<file path="src/rtl/adc_rdr_pkg.sv">
package adc_rdr_pkg;

    // Sequencer states of the reader.
    typedef enum logic [2:0] {
        ST_SETTLE = 3'd0,   // clock held low for one phase before arming
        ST_ARM    = 3'd1,   // wait for the line to read high
        ST_WAIT   = 3'd2,   // wait for the line to drop (data ready)
        ST_HIGH   = 3'd3,   // serial clock high phase of a data pulse
        ST_LOW    = 3'd4,   // serial clock low phase of a data pulse
        ST_XHIGH  = 3'd5    // high phase of the extra release pulse
    } seq_state_e;

endpackage

</file>
<file path="src/rtl/adc_rdr_sync.sv">
module adc_rdr_sync #(
    parameter int  STAGES    = 2,
    parameter bit  RESET_VAL = 1'b1
) (
    input  logic clk,
    input  logic rst_n,
    input  logic din,
    output logic dout
);

    logic [STAGES-1:0] chain_q;
    logic [STAGES-1:0] chain_d;

    generate
        if (STAGES == 1) begin : g_single
            always_comb chain_d = din;
        end else begin : g_multi
            always_comb chain_d = {chain_q[STAGES-2:0], din};
        end
    endgenerate

    always_ff @(posedge clk) begin
        if (!rst_n) begin
            chain_q <= {STAGES{RESET_VAL}};
        end else begin
            chain_q <= chain_d;
        end
    end

    assign dout = chain_q[STAGES-1];

endmodule

</file>
<file path="src/rtl/adc_rdr_shifter.sv">
module adc_rdr_shifter #(
    parameter int DATA_W = 24
) (
    input  logic              clk,
    input  logic              rst_n,
    input  logic              shift_i,
    input  logic              bit_i,
    output logic              last_o,
    output logic [DATA_W-1:0] word_o,
    output logic              valid_o
);

    localparam int IDX_W = (DATA_W > 1) ? $clog2(DATA_W) : 1;
    localparam logic [IDX_W-1:0] IDX_LAST = IDX_W'(DATA_W - 1);

    typedef struct packed {
        logic [DATA_W-1:0] sreg;
        logic [IDX_W-1:0]  idx;
        logic [DATA_W-1:0] word;
        logic              valid;
    } shf_t;

    shf_t cur_q, nxt_d;
    logic [DATA_W-1:0] shifted;

    always_comb begin
        nxt_d       = cur_q;
        nxt_d.valid = 1'b0;
        shifted     = {cur_q.sreg[DATA_W-2:0], bit_i};
        if (shift_i) begin
            nxt_d.sreg = shifted;
            if (cur_q.idx == IDX_LAST) begin
                // Final bit of the word: publish and restart the index.
                nxt_d.idx   = '0;
                nxt_d.word  = shifted;
                nxt_d.valid = 1'b1;
            end else begin
                nxt_d.idx = cur_q.idx + 1'b1;
            end
        end
    end

    always_ff @(posedge clk) begin
        if (!rst_n) begin
            cur_q <= '0;
        end else begin
            cur_q <= nxt_d;
        end
    end

    assign last_o  = (cur_q.idx == IDX_LAST);
    assign word_o  = cur_q.word;
    assign valid_o = cur_q.valid;

endmodule

</file>
<file path="src/rtl/adc_rdr_seq.sv">
module adc_rdr_seq
    import adc_rdr_pkg::*;
#(
    parameter int HALF_CYC = 10
) (
    input  logic clk,
    input  logic rst_n,
    input  logic line_i,     // synchronized data line
    input  logic flush_i,    // request for the release pulse
    input  logic last_i,     // next capture completes the word
    output logic sclk_o,
    output logic shift_o     // capture strobe, active in the last high cycle
);

    localparam int CNT_W = (HALF_CYC > 1) ? $clog2(HALF_CYC) : 1;
    localparam logic [CNT_W-1:0] RELOAD = CNT_W'(HALF_CYC - 1);

    typedef struct packed {
        seq_state_e       state;
        logic [CNT_W-1:0] cnt;
        logic             sclk;
        logic             flush;
        logic             done;
    } seq_t;

    seq_t cur_q, nxt_d;
    logic expired;

    always_comb begin
        nxt_d   = cur_q;
        shift_o = 1'b0;
        expired = (cur_q.cnt == '0);

        unique case (cur_q.state)
            ST_SETTLE: begin
                if (expired) begin
                    nxt_d.state = ST_ARM;
                end else begin
                    nxt_d.cnt = cur_q.cnt - 1'b1;
                end
            end

            ST_ARM: begin
                if (line_i) begin
                    nxt_d.state = ST_WAIT;
                end
            end

            ST_WAIT: begin
                if (!line_i) begin
                    nxt_d.state = ST_HIGH;
                    nxt_d.sclk  = 1'b1;
                    nxt_d.cnt   = RELOAD;
                    nxt_d.flush = flush_i;
                    nxt_d.done  = 1'b0;
                end
            end

            ST_HIGH: begin
                if (expired) begin
                    // Falling edge: the bit has been stable for the whole phase.
                    shift_o     = 1'b1;
                    nxt_d.done  = last_i;
                    nxt_d.sclk  = 1'b0;
                    nxt_d.cnt   = RELOAD;
                    nxt_d.state = ST_LOW;
                end else begin
                    nxt_d.cnt = cur_q.cnt - 1'b1;
                end
            end

            ST_LOW: begin
                if (expired) begin
                    if (!cur_q.done) begin
                        nxt_d.state = ST_HIGH;
                        nxt_d.sclk  = 1'b1;
                        nxt_d.cnt   = RELOAD;
                    end else if (cur_q.flush) begin
                        nxt_d.state = ST_XHIGH;
                        nxt_d.sclk  = 1'b1;
                        nxt_d.cnt   = RELOAD;
                    end else begin
                        nxt_d.state = ST_ARM;
                    end
                end else begin
                    nxt_d.cnt = cur_q.cnt - 1'b1;
                end
            end

            ST_XHIGH: begin
                if (expired) begin
                    nxt_d.sclk  = 1'b0;
                    nxt_d.cnt   = RELOAD;
                    nxt_d.state = ST_SETTLE;
                end else begin
                    nxt_d.cnt = cur_q.cnt - 1'b1;
                end
            end

            default: begin
                nxt_d.state = ST_SETTLE;
                nxt_d.sclk  = 1'b0;
                nxt_d.cnt   = RELOAD;
            end
        endcase
    end

    always_ff @(posedge clk) begin
        if (!rst_n) begin
            cur_q.state <= ST_SETTLE;
            cur_q.cnt   <= RELOAD;
            cur_q.sclk  <= 1'b0;
            cur_q.flush <= 1'b0;
            cur_q.done  <= 1'b0;
        end else begin
            cur_q <= nxt_d;
        end
    end

    assign sclk_o = cur_q.sclk;

endmodule

</file>
<file path="src/rtl/adc_ready_reader.sv">
module adc_ready_reader #(
    parameter int DATA_W      = 24,
    parameter int HALF_CYC    = 10,
    parameter int SYNC_STAGES = 2
) (
    input  logic              clk,
    input  logic              rst_n,
    input  logic              sdata_i,
    input  logic              flush_en_i,
    output logic              sclk_o,
    output logic [DATA_W-1:0] result_o,
    output logic              valid_o
);

    // The bit is captured HALF_CYC cycles after the rising edge; the
    // synchronizer must have delivered it one cycle before that.
    localparam int MIN_HALF = SYNC_STAGES + 1;

    generate
        if (HALF_CYC < MIN_HALF) begin : g_bad_half
            $error("HALF_CYC too small for the synchronizer depth");
        end
    endgenerate

    logic line_sync;
    logic shift_en;
    logic last_bit;

    adc_rdr_sync #(
        .STAGES    (SYNC_STAGES),
        .RESET_VAL (1'b1)
    ) u_sync (
        .clk   (clk),
        .rst_n (rst_n),
        .din   (sdata_i),
        .dout  (line_sync)
    );

    adc_rdr_seq #(
        .HALF_CYC (HALF_CYC)
    ) u_seq (
        .clk     (clk),
        .rst_n   (rst_n),
        .line_i  (line_sync),
        .flush_i (flush_en_i),
        .last_i  (last_bit),
        .sclk_o  (sclk_o),
        .shift_o (shift_en)
    );

    adc_rdr_shifter #(
        .DATA_W (DATA_W)
    ) u_shf (
        .clk     (clk),
        .rst_n   (rst_n),
        .shift_i (shift_en),
        .bit_i   (line_sync),
        .last_o  (last_bit),
        .word_o  (result_o),
        .valid_o (valid_o)
    );

endmodule

</file>
<file path="config.mk">
export PLATFORM = sky130hd
export DESIGN_NAME = adc_ready_reader
export DESIGN_NICKNAME = d
export VERILOG_FILES = /design/src/rtl/adc_rdr_pkg.sv /design/src/rtl/adc_rdr_sync.sv /design/src/rtl/adc_rdr_shifter.sv /design/src/rtl/adc_rdr_seq.sv /design/src/rtl/adc_ready_reader.sv
export SDC_FILE = /design/constraint.sdc
export NUM_CORES = 1
export LEC_CHECK = 0
export BUFFER_PORTS_ARGS = -buffer_cell sky130_fd_sc_hd__clkbuf_2
export CORE_UTILIZATION = 57
export CTS_CLUSTER_SIZE = 25
export DETAILED_ROUTE_END_ITERATION = 7
export PLACE_DENSITY = 0.78
export SYNTH_ARGS = -nofsm -noshare
export SYNTH_HDL_FRONTEND = slang
export SYNTH_SLANG_ARGS = --single-unit
</file>
<file path="constraint.sdc">
create_clock -name clk -period 2.15 [get_ports clk]
set_input_delay 0.1075 -clock clk [delete_from_list [all_inputs] [get_ports clk]]
set_output_delay 0.1075 -clock clk [all_outputs]
set_load 0.01 [all_outputs]
</file>
==> results of run 1 <==
per-layer routing:
metal | share of wire [%] | routed length (um)
met1 | 47 | 2180
met2 | 47 | 2160
met3 | 3.7 | 169
met4 | 2.0 | 92
met5 | 0 | 0
area by class of cell:
cell class	instances	area share (%)
clock inverter	5	3.46
sequential	65	43.9
timing repair buffer	36	6.75
clock buffer	11	4.77
inverter	3	0.380
tap	54	2.28
multi-input combinational	181	38.5
cells in the final DEF, fill, tap and decap left out, types with 6 or more instances in the layout:
master,count
a22o_1,24
nor2_1,11
nand2_1,52
dfxtp_1,65
a21boi_0,18
clkbuf_2,29
buf_4,6
clkbuf_8,10
a21boi_1,7
power by group through the flow:
stage | combinational (mW) | clock, mW | sequential, mW
after floorplan | 0.360 | 0 | 1.31
after global placement | 0.365 | 0 | 1.35
after detailed placement | 0.380 | 0 | 1.35
after CTS | 0.393 | 1.28 | 1.32
after global routing | 0.439 | 1.33 | 1.33
final | 0.388 | 1.25 | 1.33
final timing paths:
path | startpoint | end | slack [ns] | depth (start not counted)
max | u_seq.cur_q[3] | u_seq.cur_q[5] | 0.28 | 7
min | flush_en_i | u_seq.cur_q[1] | 0.04 | 3
max reg2reg | u_seq.cur_q[3] | u_seq.cur_q[5] | 0.28 | 7
min reg2reg | u_sync.chain_q[0] | u_sync.chain_q[1] | 0.41 | 1
registers in the layout, indices dropped and copies added, names as in the netlist:
name / count
u_seq.cur_q: 9
u_seq.sclk_o: 1
u_sync.chain_q: 2
u_shf.valid_o: 1
u_shf.word_o: 24
u_shf.cur_q: 28
cells by family (layout without fill, tap and decap cells):
| group | count (synthesis) | in the layout | synth area share, % |
|---|---|---|---|
| and+or+nand+nor | 96 | 96 | 16.6 |
| AOI/OAI and AO/OA | 74 | 74 | 20.4 |
| DFF | 65 | 65 | 46.8 |
| buffers and inverters | 48 | 55 | 12.1 |
| xor gates and xnor gates | 6 | 6 | 1.89 |
| adders and majority gates | 3 | 3 | 1.35 |
| muxes | 2 | 2 | 0.765 |
worst register-to-register path, delay by kind of cell (launching register included):
family	cells	cell delay (ns)
flip-flops	1	0.33
AO/OA/AOI/OAI	2	0.56
buffers and inverters	1	0.10
adder cells (fa/ha/maj)	1	0.17
AND/OR/NAND/NOR	3	0.61
through the flow:
stage               instances  total power [mW]
finish                    355              2.96
global route              355              3.10
CTS                       355              2.99
detailed placement        338              1.73
global placement          338              1.71
floorplan                 294              1.67
==> results.sh, run 1 <==
export IMPL_gr_usage_met2_pct=33.3
export IMPL_viasPerCell=5.44
export IMPL_synth_largest_area_cell="dfxtp_1"
export IMPL_fin_crit_sh_pct=86.8
export IMPL_crit_path_max_fanout=9
export IMPL_final_hold_viol_count=0
export IMPL_first_iter_violations=104
export IMPL_dp_hpwl_mm=2.90
export IMPL_wirelength_mm=4.60
export IMPL_fp_dieW_um=71.8
export IMPL_period_needed_ns=1.87
export IMPL_slew_violations=0
export IMPL_synthesis_instances=294
export IMPL_cp_slowest_cell="o32a_1"
export IMPL_mappedNetlistArea_um2=2780
export IMPL_setup_viol=0
export IMPL_overflow=0
export IMPL_required_ns=2.38
export IMPL_worst_path_largest_cell_delay_ns=0.38
export IMPL_path_cells="inv_1 -> ha_1 -> nor3b_4 -> nor2_1 -> o32a_1 -> nor3b_1 -> a31o_1"
export IMPL_post_cts_buffers=0
export IMPL_dpl_cell_area_um2=2710
export IMPL_start_util_pct=59.2
export IMPL_syn_area_per_cell_um2=9.45
export IMPL_power_switching_mw=0.724
export IMPL_grt_pass1_vias=1820
export IMPL_critPathBufInv=1
export IMPL_p_per_area_nw_per_um2=999
export IMPL_worstPathArrival_ns=2.10
export IMPL_skew_ns=0.00852
export IMPL_cp_top_family="simple AND/OR/NAND/NOR gates"
export IMPL_first_pass_iters=4
export IMPL_numCtsBuffers=9
export IMPL_vias=1931
export IMPL_startpoint_type="register"
export IMPL_min_path_type="in -> reg"
export IMPL_syn_nets=301
export IMPL_ant_nets=0
export IMPL_drc_errors=0
export IMPL_synth_seq_cells=65
export IMPL_intPower_mw=2.24
export IMPL_worst_setup_path_type="reg -> reg"
export IMPL_cts_repair_resized=0
export IMPL_antenna_found_initial=0
export IMPL_synthTopCellsByArea="dfxtp_1 (47%), a22o_1 (7.6%), buf_4 (7.0%), nand2_1 (7.0%), a21boi_0 (4.9%)"
export IMPL_hold_slack_ns=0.0366
export IMPL_grt_busiest_layer="met2"
export IMPL_seq_area_um2=1300
export IMPL_place_ws_ns=0.287
export IMPL_cts_sinks=65
export IMPL_maxCapViolations=0
export IMPL_clk_path_buf_depth=2
export IMPL_rows=25
export IMPL_grt_pass1_wl_mm=7.94
export IMPL_fp_dieH_um=71.8
export IMPL_die_area_um2=5160
export IMPL_fillers=383
export IMPL_cts_tree="yes"
export IMPL_power_share_clock_pct=42.1
export IMPL_slew_headroom_pct=60.6
export IMPL_synth_warnings=0
export IMPL_insertion_delay_ns=0.34
export IMPL_port_buffer_count=29
export IMPL_cts_htree_levels=3
export IMPL_fin_ws_ns=0.284
export IMPL_synth_top_cell_area_share_pct=46.8
export IMPL_final_nets=303
export IMPL_stdcell_area_um2=2970
export IMPL_setup_tns_ns=0
export IMPL_p_seq_share_pct=44.8
export IMPL_netlist_top_cells_count="dfxtp_1 (65), nand2_1 (52), buf_4 (26)"
export IMPL_grt_start_max_net_pins=30
export IMPL_hold_buffers=1
export IMPL_grt_use_met3_pct=7.31
export IMPL_io_pins=30
export IMPL_diodes=0
export IMPL_worst_pin_slew_ns=0.590
export IMPL_status="complete, no violations"
export IMPL_post_drt_wl_per_cell_um=13.0
export IMPL_cts_root_buf="clkbuf_8"
export IMPL_synth_ff_type="dfxtp_1"
export IMPL_rsz0062_at_grt="false"
export IMPL_synth_edf_count=0
export IMPL_layout_drive_gt1_share_pct=17.6
export IMPL_sw_frac_of_total_pct=24.4
export IMPL_yosysSeqAreaShare_pct=46.8
export IMPL_p_leak_nw=1.14
export IMPL_path_clk_slew_ns=0.07
export IMPL_grtUsageTotal_pct=20.2
export IMPL_multiInputGateArea_um2=1140
export IMPL_critPathCaptureType="register"
export IMPL_comb_power_share_pct=13.1
export IMPL_yosysMostFrequentCell="dfxtp_1"
export IMPL_gp_congestion=0.769
export IMPL_synth_cell_types=43
export IMPL_max_freq_mhz=536
export IMPL_core_area_um2=4690
export IMPL_async_reset_ff_share_pct=0
export IMPL_peakVddDrop_v=0.000759
export IMPL_syn2layout_area_growth_pct=6.71
export IMPL_grt_util_met1_pct=22.9
export IMPL_final_util_pct=63.2
Power figures use the tool's default switching activity.
==> inputs of run 2 (changes only) <==
--- a/config.mk
+++ b/config.mk
@@ -6,10 +6,11 @@
 export NUM_CORES = 1
 export LEC_CHECK = 0
 export BUFFER_PORTS_ARGS = -buffer_cell sky130_fd_sc_hd__clkbuf_2
-export CORE_UTILIZATION = 57
+export CORE_UTILIZATION = 58
 export CTS_CLUSTER_SIZE = 25
 export DETAILED_ROUTE_END_ITERATION = 7
-export PLACE_DENSITY = 0.78
+export PLACE_DENSITY = 0.79
 export SYNTH_ARGS = -nofsm -noshare
 export SYNTH_HDL_FRONTEND = slang
+export SYNTH_HIERARCHICAL = 1
 export SYNTH_SLANG_ARGS = --single-unit
==> run 2 against run 1 <==
First-iteration DRC count decreased by 37%. Design area increased by 6.0%. Clock skew up 0.0017 ns. Area after synthesis up 2.2%. Clock-buffer cell count shrank 1. Synthesized cell count shrank 8.2%. Utilization grew 3.3 points. Die area increased by 0.38%. Critical endpoint is now u_shf/cur_q[39].
==> results.sh, run 2 <==
export IMPL_wl_met1_mm=2.28
export IMPL_yosysSeqAreaShare_pct=45.8
export IMPL_final_cell_mix="dfxtp_1 (65), clkbuf_2 (29), nor2b_1 (28)"
export IMPL_intPower_mw=2.13
export IMPL_power_switching_mw=0.740
export IMPL_largest_register_ffs=28
export IMPL_power_total_mw=2.87
export IMPL_final_util_pct=66.5
export IMPL_crit_path_max_fanout=16
export IMPL_start_util_pct=60.1
export IMPL_io_pins=30
export IMPL_worstPathArrival_ns=2.23
export IMPL_r2r_start="u_seq/cur_q[3]"
export IMPL_viasPerCell=5.34
export IMPL_layout_commonest_cell="dfxtp_1"
export IMPL_grtUsageTotal_pct=20.0
export IMPL_p_leak_nw=1.19
export IMPL_syn2layout_area_growth_pct=10.7
export IMPL_diodes=0
export IMPL_slew_violations=0
export IMPL_grt_pass1_wl_mm=7.92
export IMPL_numCtsBuffers=9
export IMPL_rows=25
export IMPL_power_share_clock_pct=40.0
export IMPL_wl_met2_mm=2.14
export IMPL_p_per_area_nw_per_um2=913
export IMPL_hp_start="flush_en_i"
export IMPL_startpoint="u_seq/cur_q[3]"
export IMPL_critPathBufInv=3
export IMPL_netlist_top_cells_count="dfxtp_1 (65), nor2b_1 (28), mux2i_1 (26)"
export IMPL_fp_dieW_um=72.0
export IMPL_core_area_um2=4720
export IMPL_startpoint_type="register"
export IMPL_critPathCaptureType="register"
export IMPL_fp_dieH_um=72.0
export IMPL_synth_edf_count=0
export IMPL_final_hold_viol_count=0
export IMPL_skew_ns=0.0102
export IMPL_hold_slack_ns=0.0362
export IMPL_wirelength_mm=4.74
export IMPL_min_path_type="in -> reg"
export IMPL_top_register="u_shf/cur_q"
export IMPL_overflow=0
export IMPL_path_clk_slew_ns=0.07
export IMPL_status="complete, no violations"
export IMPL_synthesis_instances=270
export IMPL_vias=1900
export IMPL_port_buffer_count=29
export IMPL_first_pass_iters=4
export IMPL_required_ns=2.38
export IMPL_clk_path_buf_depth=2
export IMPL_dp_hpwl_mm=3.12
export IMPL_cts_sinks=65
export IMPL_comb_power_share_pct=15.1
export IMPL_gp_congestion=0.804
export IMPL_p_seq_share_pct=45.0
export IMPL_path_cells="inv_1 -> ha_2 -> nor3b_4 -> nand2_2 -> nor2_4 -> buf_4 -> buf_6 -> mux2i_1 -> nor2b_1"
export IMPL_cp_slowest_cell="dfxtp_1"
export IMPL_fin_crit_sh_pct=93.0
export IMPL_maxCapViolations=0
export IMPL_cts_htree_levels=3
export IMPL_ant_nets=0
export IMPL_worst_pin_slew_ns=0.416
export IMPL_synth_ff_type="dfxtp_1"
export IMPL_yosysMostFrequentCell="dfxtp_1"
export IMPL_met3WireLength_um=247
export IMPL_worst_path_largest_cell_delay_ns=0.35
export IMPL_synthTopCellsByArea="dfxtp_1 (46%), mux2i_1 (9.2%), a22o_1 (7.7%), buf_4 (6.3%), nor2b_1 (6.2%)"
export IMPL_synth_seq_cells=65
export IMPL_mappedNetlistArea_um2=2840
export IMPL_top_layer="met4"
export IMPL_layoutNonFillerInstCount=356
export IMPL_peakVddDrop_v=0.000776
export IMPL_die_area_um2=5180
export IMPL_synth_largest_area_cell="dfxtp_1"
export IMPL_synth_top_cell_area_share_pct=45.8
export IMPL_cts_root_buf="clkbuf_8"
export IMPL_final_nets=291
export IMPL_period_needed_ns=2.00
export IMPL_cts_tree="yes"
export IMPL_syn_area_per_cell_um2=10.5
export IMPL_first_iter_violations=66
export IMPL_slew_headroom_pct=71.9
export IMPL_synth_warnings=6
export IMPL_layout_drive_gt1_share_pct=24.2
export IMPL_sw_frac_of_total_pct=25.8
export IMPL_antenna_found_initial=0
export IMPL_syn_nets=277
export IMPL_dp_cells=339
export IMPL_async_reset_ff_share_pct=0
export IMPL_setup_viol=0
export IMPL_grt_pass1_vias=1689
export IMPL_grt_start_max_net_pins=27
export IMPL_post_drt_wl_per_cell_um=13.3
export IMPL_max_freq_mhz=500
export IMPL_worst_setup_path_type="reg -> reg"
export IMPL_insertion_delay_ns=0.34
export IMPL_cp_top_family="buffers and inverters"
export IMPL_drc_errors=0
export IMPL_synth_cell_types=49
-- run 2: final cells by class --
| type | instances | area (um2) |
|---|---|---|
| Fill cell | 370 | 1580 |
| Sequential cell | 65 | 1300 |
| Multi-Input combinational cell | 157 | 1240 |
| Timing Repair Buffer | 43 | 256 |
| Clock buffer | 10 | 138 |
| Clock inverter | 6 | 88.8 |
| Tap cell | 67 | 83.8 |
| Inverter | 8 | 30.0 |
-- run 2: timing repair --
action                     4_1_cts  5_1_grt
hold buffers                     1        0
setup endpoints to repair        0       37
hold endpoints to repair         1        0
gates resized for setup          0        4
buffers inserted                 0        0
-- run 2: cell families after synthesis --
| kind of cell | count (synthesis) | synth area share, % |
|---|---|---|
| simple gates | 67 | 14.9 |
| flops | 65 | 45.8 |
| compound gates | 59 | 17.2 |
| buf+inv | 48 | 11.0 |
| mux | 26 | 9.17 |
| fa+ha+maj | 3 | 1.32 |
| xor+xnor | 2 | 0.617 |
-- run 2: worst reg2reg max path: stages (launching register included) --
cell,delay (ns)
dfxtp_1,0.35
inv_1,0.11
ha_2,0.19
nor3b_4,0.20
nand2_2,0.11
nor2_4,0.14
buf_4,0.27
buf_6,0.24
mux2i_1,0.24
nor2b_1,0.06
-- run 2: power groups by stage --
stage	combinational [mW]	clock, mW	sequential [mW]
finish	0.432	1.15	1.29
global route	0.488	1.24	1.30
CTS	0.430	1.17	1.29
detailed placement	0.427	0	1.32
global placement	0.420	0	1.31
floorplan	0.352	0	1.30
-- run 2: metal layers --
layer	GRT usage (%)	up-vias
li1	-	960
met1	27.3	887
met2	28.0	44
met3	7.50	9
met4	9.15	0
met5	0	-
-- run 2: worst paths after layout --
kind / to / slack (ns) / cells after the start
setup reg to reg: u_shf/cur_q[39] / 0.15 / 9
hold reg to reg: u_sync/chain_q[1] / 0.43 / 1
setup / recovery: u_shf/cur_q[39] / 0.15 / 9
hold / removal: u_seq/cur_q[1] / 0.04 / 3
-- run 2: per-stage QoR --
| stage | area (um2) | setup WS, ns | TNS [ns] |
|---|---|---|---|
| after floorplan | 2840 | 0.0203 | 0 |
| after global placement | 2890 | 0.193 | 0 |
| after detailed placement | 2890 | 0.122 | 0 |
| after CTS | 3130 | 0.102 | 0 |
| after global routing | 3140 | -0.0130 | -0.0276 |
| final | 3140 | 0.150 | 0 |
==> inputs of run 3 (changes only) <==
--- a/config.mk
+++ b/config.mk
@@ -5,11 +5,11 @@
 export SDC_FILE = /design/constraint.sdc
 export NUM_CORES = 1
 export LEC_CHECK = 0
-export BUFFER_PORTS_ARGS = -buffer_cell sky130_fd_sc_hd__clkbuf_2
-export CORE_UTILIZATION = 58
+export CORE_UTILIZATION = 61
 export CTS_CLUSTER_SIZE = 25
 export DETAILED_ROUTE_END_ITERATION = 7
-export PLACE_DENSITY = 0.79
+export DONT_BUFFER_PORTS = 1
+export PLACE_DENSITY = 0.77
 export SYNTH_ARGS = -nofsm -noshare
 export SYNTH_HDL_FRONTEND = slang
 export SYNTH_HIERARCHICAL = 1
==> run 3 against run 2 <==
Sequential power barely moved. Clock-buffer cell count rose by 2. Flip-flop and latch count did not move. Clock power fell by 21%. Design area fell by 5.9%. Worst hold slack got worse by 0.019 ns. Register-to-register slack barely moved. Sequential share of layout area rose by 2.7 points.
==> results.sh, run 3 (synthesis results as in run 2) <==
export IMPL_insertion_delay_ns=0.34
export IMPL_fillers=350
export IMPL_peakVddDrop_v=0.000475
export IMPL_ant_nets=0
export IMPL_fin_ws_ns=0.135
export IMPL_multiInputGateArea_um2=1240
export IMPL_gp_congestion=0.800
export IMPL_die_area_um2=4930
export IMPL_cts_tree="yes"
export IMPL_worst_setup_path_type="reg -> reg"
export IMPL_max_freq_mhz=496
export IMPL_viasPerCell=5.84
export IMPL_rsz0062_at_grt="true"
export IMPL_rows=24
export IMPL_cts_root_buf="clkbuf_8"
export IMPL_drc_errors=0
export IMPL_first_pass_iters=4
export IMPL_critPathCaptureType="register"
export IMPL_critPathBufInv=2
export IMPL_required_ns=2.38
export IMPL_post_drt_wl_per_cell_um=15.4
export IMPL_min_path_type="in -> reg"
export IMPL_worst_pin_slew_ns=1.12
export IMPL_hp_start="rst_n"
export IMPL_stdcell_area_um2=2960
export IMPL_sw_frac_of_total_pct=28.3
export IMPL_power_total_mw=2.65
export IMPL_skew_ns=0.00937
export IMPL_vias=1828
export IMPL_p_leak_nw=1.03
export IMPL_maxCapViolations=0
export IMPL_first_iter_violations=112
export IMPL_seq_area_um2=1300
export IMPL_cp_slowest_cell="dfxtp_1"
export IMPL_port_buffer_count=0
export IMPL_comb_power_share_pct=16.8
export IMPL_slew_violations=0
export IMPL_clk_path_buf_depth=2
export IMPL_whs_path_depth=2
export IMPL_grt_pass1_wl_mm=8.27
export IMPL_final_util_pct=67.0
export IMPL_grt_start_max_net_pins=40
export IMPL_worstPathArrival_ns=2.25
export IMPL_grtUsageTotal_pct=21.8
export IMPL_diodes=0
export IMPL_dp_hpwl_mm=3.06
export IMPL_fp_dieH_um=70.2
export IMPL_slew_headroom_pct=24.9
export IMPL_p_seq_share_pct=48.9
export IMPL_largest_register_ffs=28
export IMPL_final_cell_mix="dfxtp_1 (64), nor2b_1 (28), mux2i_1 (26)"
export IMPL_r2r_end="u_shf/word_o[19]"
export IMPL_period_needed_ns=2.02
export IMPL_reg2reg_slack_ns=0.13
export IMPL_reg2regPathDepth=9
export IMPL_path_cells="inv_1 -> ha_2 -> nor3b_4 -> nand2_2 -> nor2_4 -> nand3_4 -> o31a_1 -> buf_4 -> a22o_1"
export IMPL_syn2layout_area_growth_pct=4.14
export IMPL_numCtsBuffers=9
export IMPL_intPower_mw=1.90
export IMPL_grt_pass1_vias=1774
export IMPL_grt_util_met1_pct=28.0
export IMPL_core_area_um2=4410
export IMPL_worst_path_largest_cell_delay_ns=0.34
export IMPL_setup_viol=0
export IMPL_crit_path_max_fanout=8
export IMPL_antenna_found_initial=0
export IMPL_post_cts_buffers=0
export IMPL_worstHoldEndpoint="u_seq/cur_q[6]"
export IMPL_overflow=0
export IMPL_cts_htree_levels=3
export IMPL_power_share_clock_pct=34.3
export IMPL_grt_busiest_layer="met2"
export IMPL_top_register="u_shf/cur_q"
export IMPL_wirelength_mm=4.83
export IMPL_grt_use_met3_pct=7.50
export IMPL_start_util_pct=64.3
export IMPL_status="complete, no violations"
export IMPL_cp_top_family="compound AO/OA/AOI/OAI gates"
export IMPL_path_clk_slew_ns=0.07
export IMPL_layout_commonest_cell="dfxtp_1"
export IMPL_cts_sinks=65
export IMPL_fin_crit_sh_pct=93.7
export IMPL_layout_drive_gt1_share_pct=15.3
export IMPL_io_pins=30
export IMPL_gr_usage_met2_pct=32.0
export IMPL_place_ws_ns=0.113
export IMPL_final_hold_viol_count=0
export IMPL_startpoint_type="register"
export IMPL_fp_dieW_um=70.2
export IMPL_dpl_cell_area_um2=2730
export IMPL_power_switching_mw=0.749
export IMPL_r2r_start="u_seq/cur_q[4]"
export IMPL_final_nets=263
export IMPL_p_per_area_nw_per_um2=896
## run 3: worst max path at each step
stage | startpoint | end | slack (ns) | cells past startpoint
3_5_place_dp | u_seq/cur_q[3] | u_shf/cur_q[50] | 0.11 | 9
3_3_place_gp | u_seq/cur_q[3] | u_shf/cur_q[31] | 0.19 | 9
2_1_floorplan | u_seq/cur_q[3] | u_shf/word_o[10] | 0.02 | 9
4_1_cts | u_seq/cur_q[3] | u_shf/cur_q[50] | 0.09 | 9
5_1_grt | u_seq/cur_q[4] | u_shf/word_o[0] | -0.006 | 9
6_report | u_seq/cur_q[4] | u_shf/word_o[19] | 0.13 | 9
## run 3: final cells by class
| class | instances | area share, % |
|---|---|---|
| clock buffers | 12 | 4.91 |
| clock inverters | 4 | 0.973 |
| inverters | 8 | 1.02 |
| multi-input cells | 157 | 42.1 |
| flip-flops and latches | 65 | 44.1 |
| well taps | 52 | 2.20 |
| repair buffers | 15 | 4.74 |
## run 3: timing repair
item / in CTS / in global routing
setup endpoints to repair: 0 / 39
endpoints found under the hold margin: 39 / 0
hold buffers: 3 / 0
resized for setup: 0 / 7
## run 3: per-layer routing
layer / share of wire, % / up-vias
li1: - / 912
met3: 4.3 / 13
met4: 2.6 / 0
met5: 0 / -
met2: 45 / 47
met1: 48 / 856
## run 3: power groups by stage
stage / Combinational (mW) / Sequential (mW) / Clock (mW)
floorplan: 0.352 / 1.30 / 0
global placement: 0.410 / 1.31 / 0
detailed placement: 0.420 / 1.32 / 0
CTS: 0.438 / 1.29 / 0.930
global route: 0.496 / 1.30 / 0.977
finish: 0.445 / 1.29 / 0.908
## run 3: per-stage QoR
step	setup TNS (ns)	cells	hold slack [ns]
after floorplan	0	270	0.181
after global placement	0	294	0.184
after detailed placement	0	294	0.186
after CTS	0	313	0.00240
after global routing	-0.00695	313	0.0288
final	0	313	0.0171
## run 3: worst register-to-register path: cells and delay by family, from the launching register on
kind	cells	cell delay, ns
DFF	1	0.34
adders and majority gates	1	0.18
buffers and inverters	2	0.26
AOI/OAI and AO/OA	2	0.58
and+or+nand+nor	4	0.54
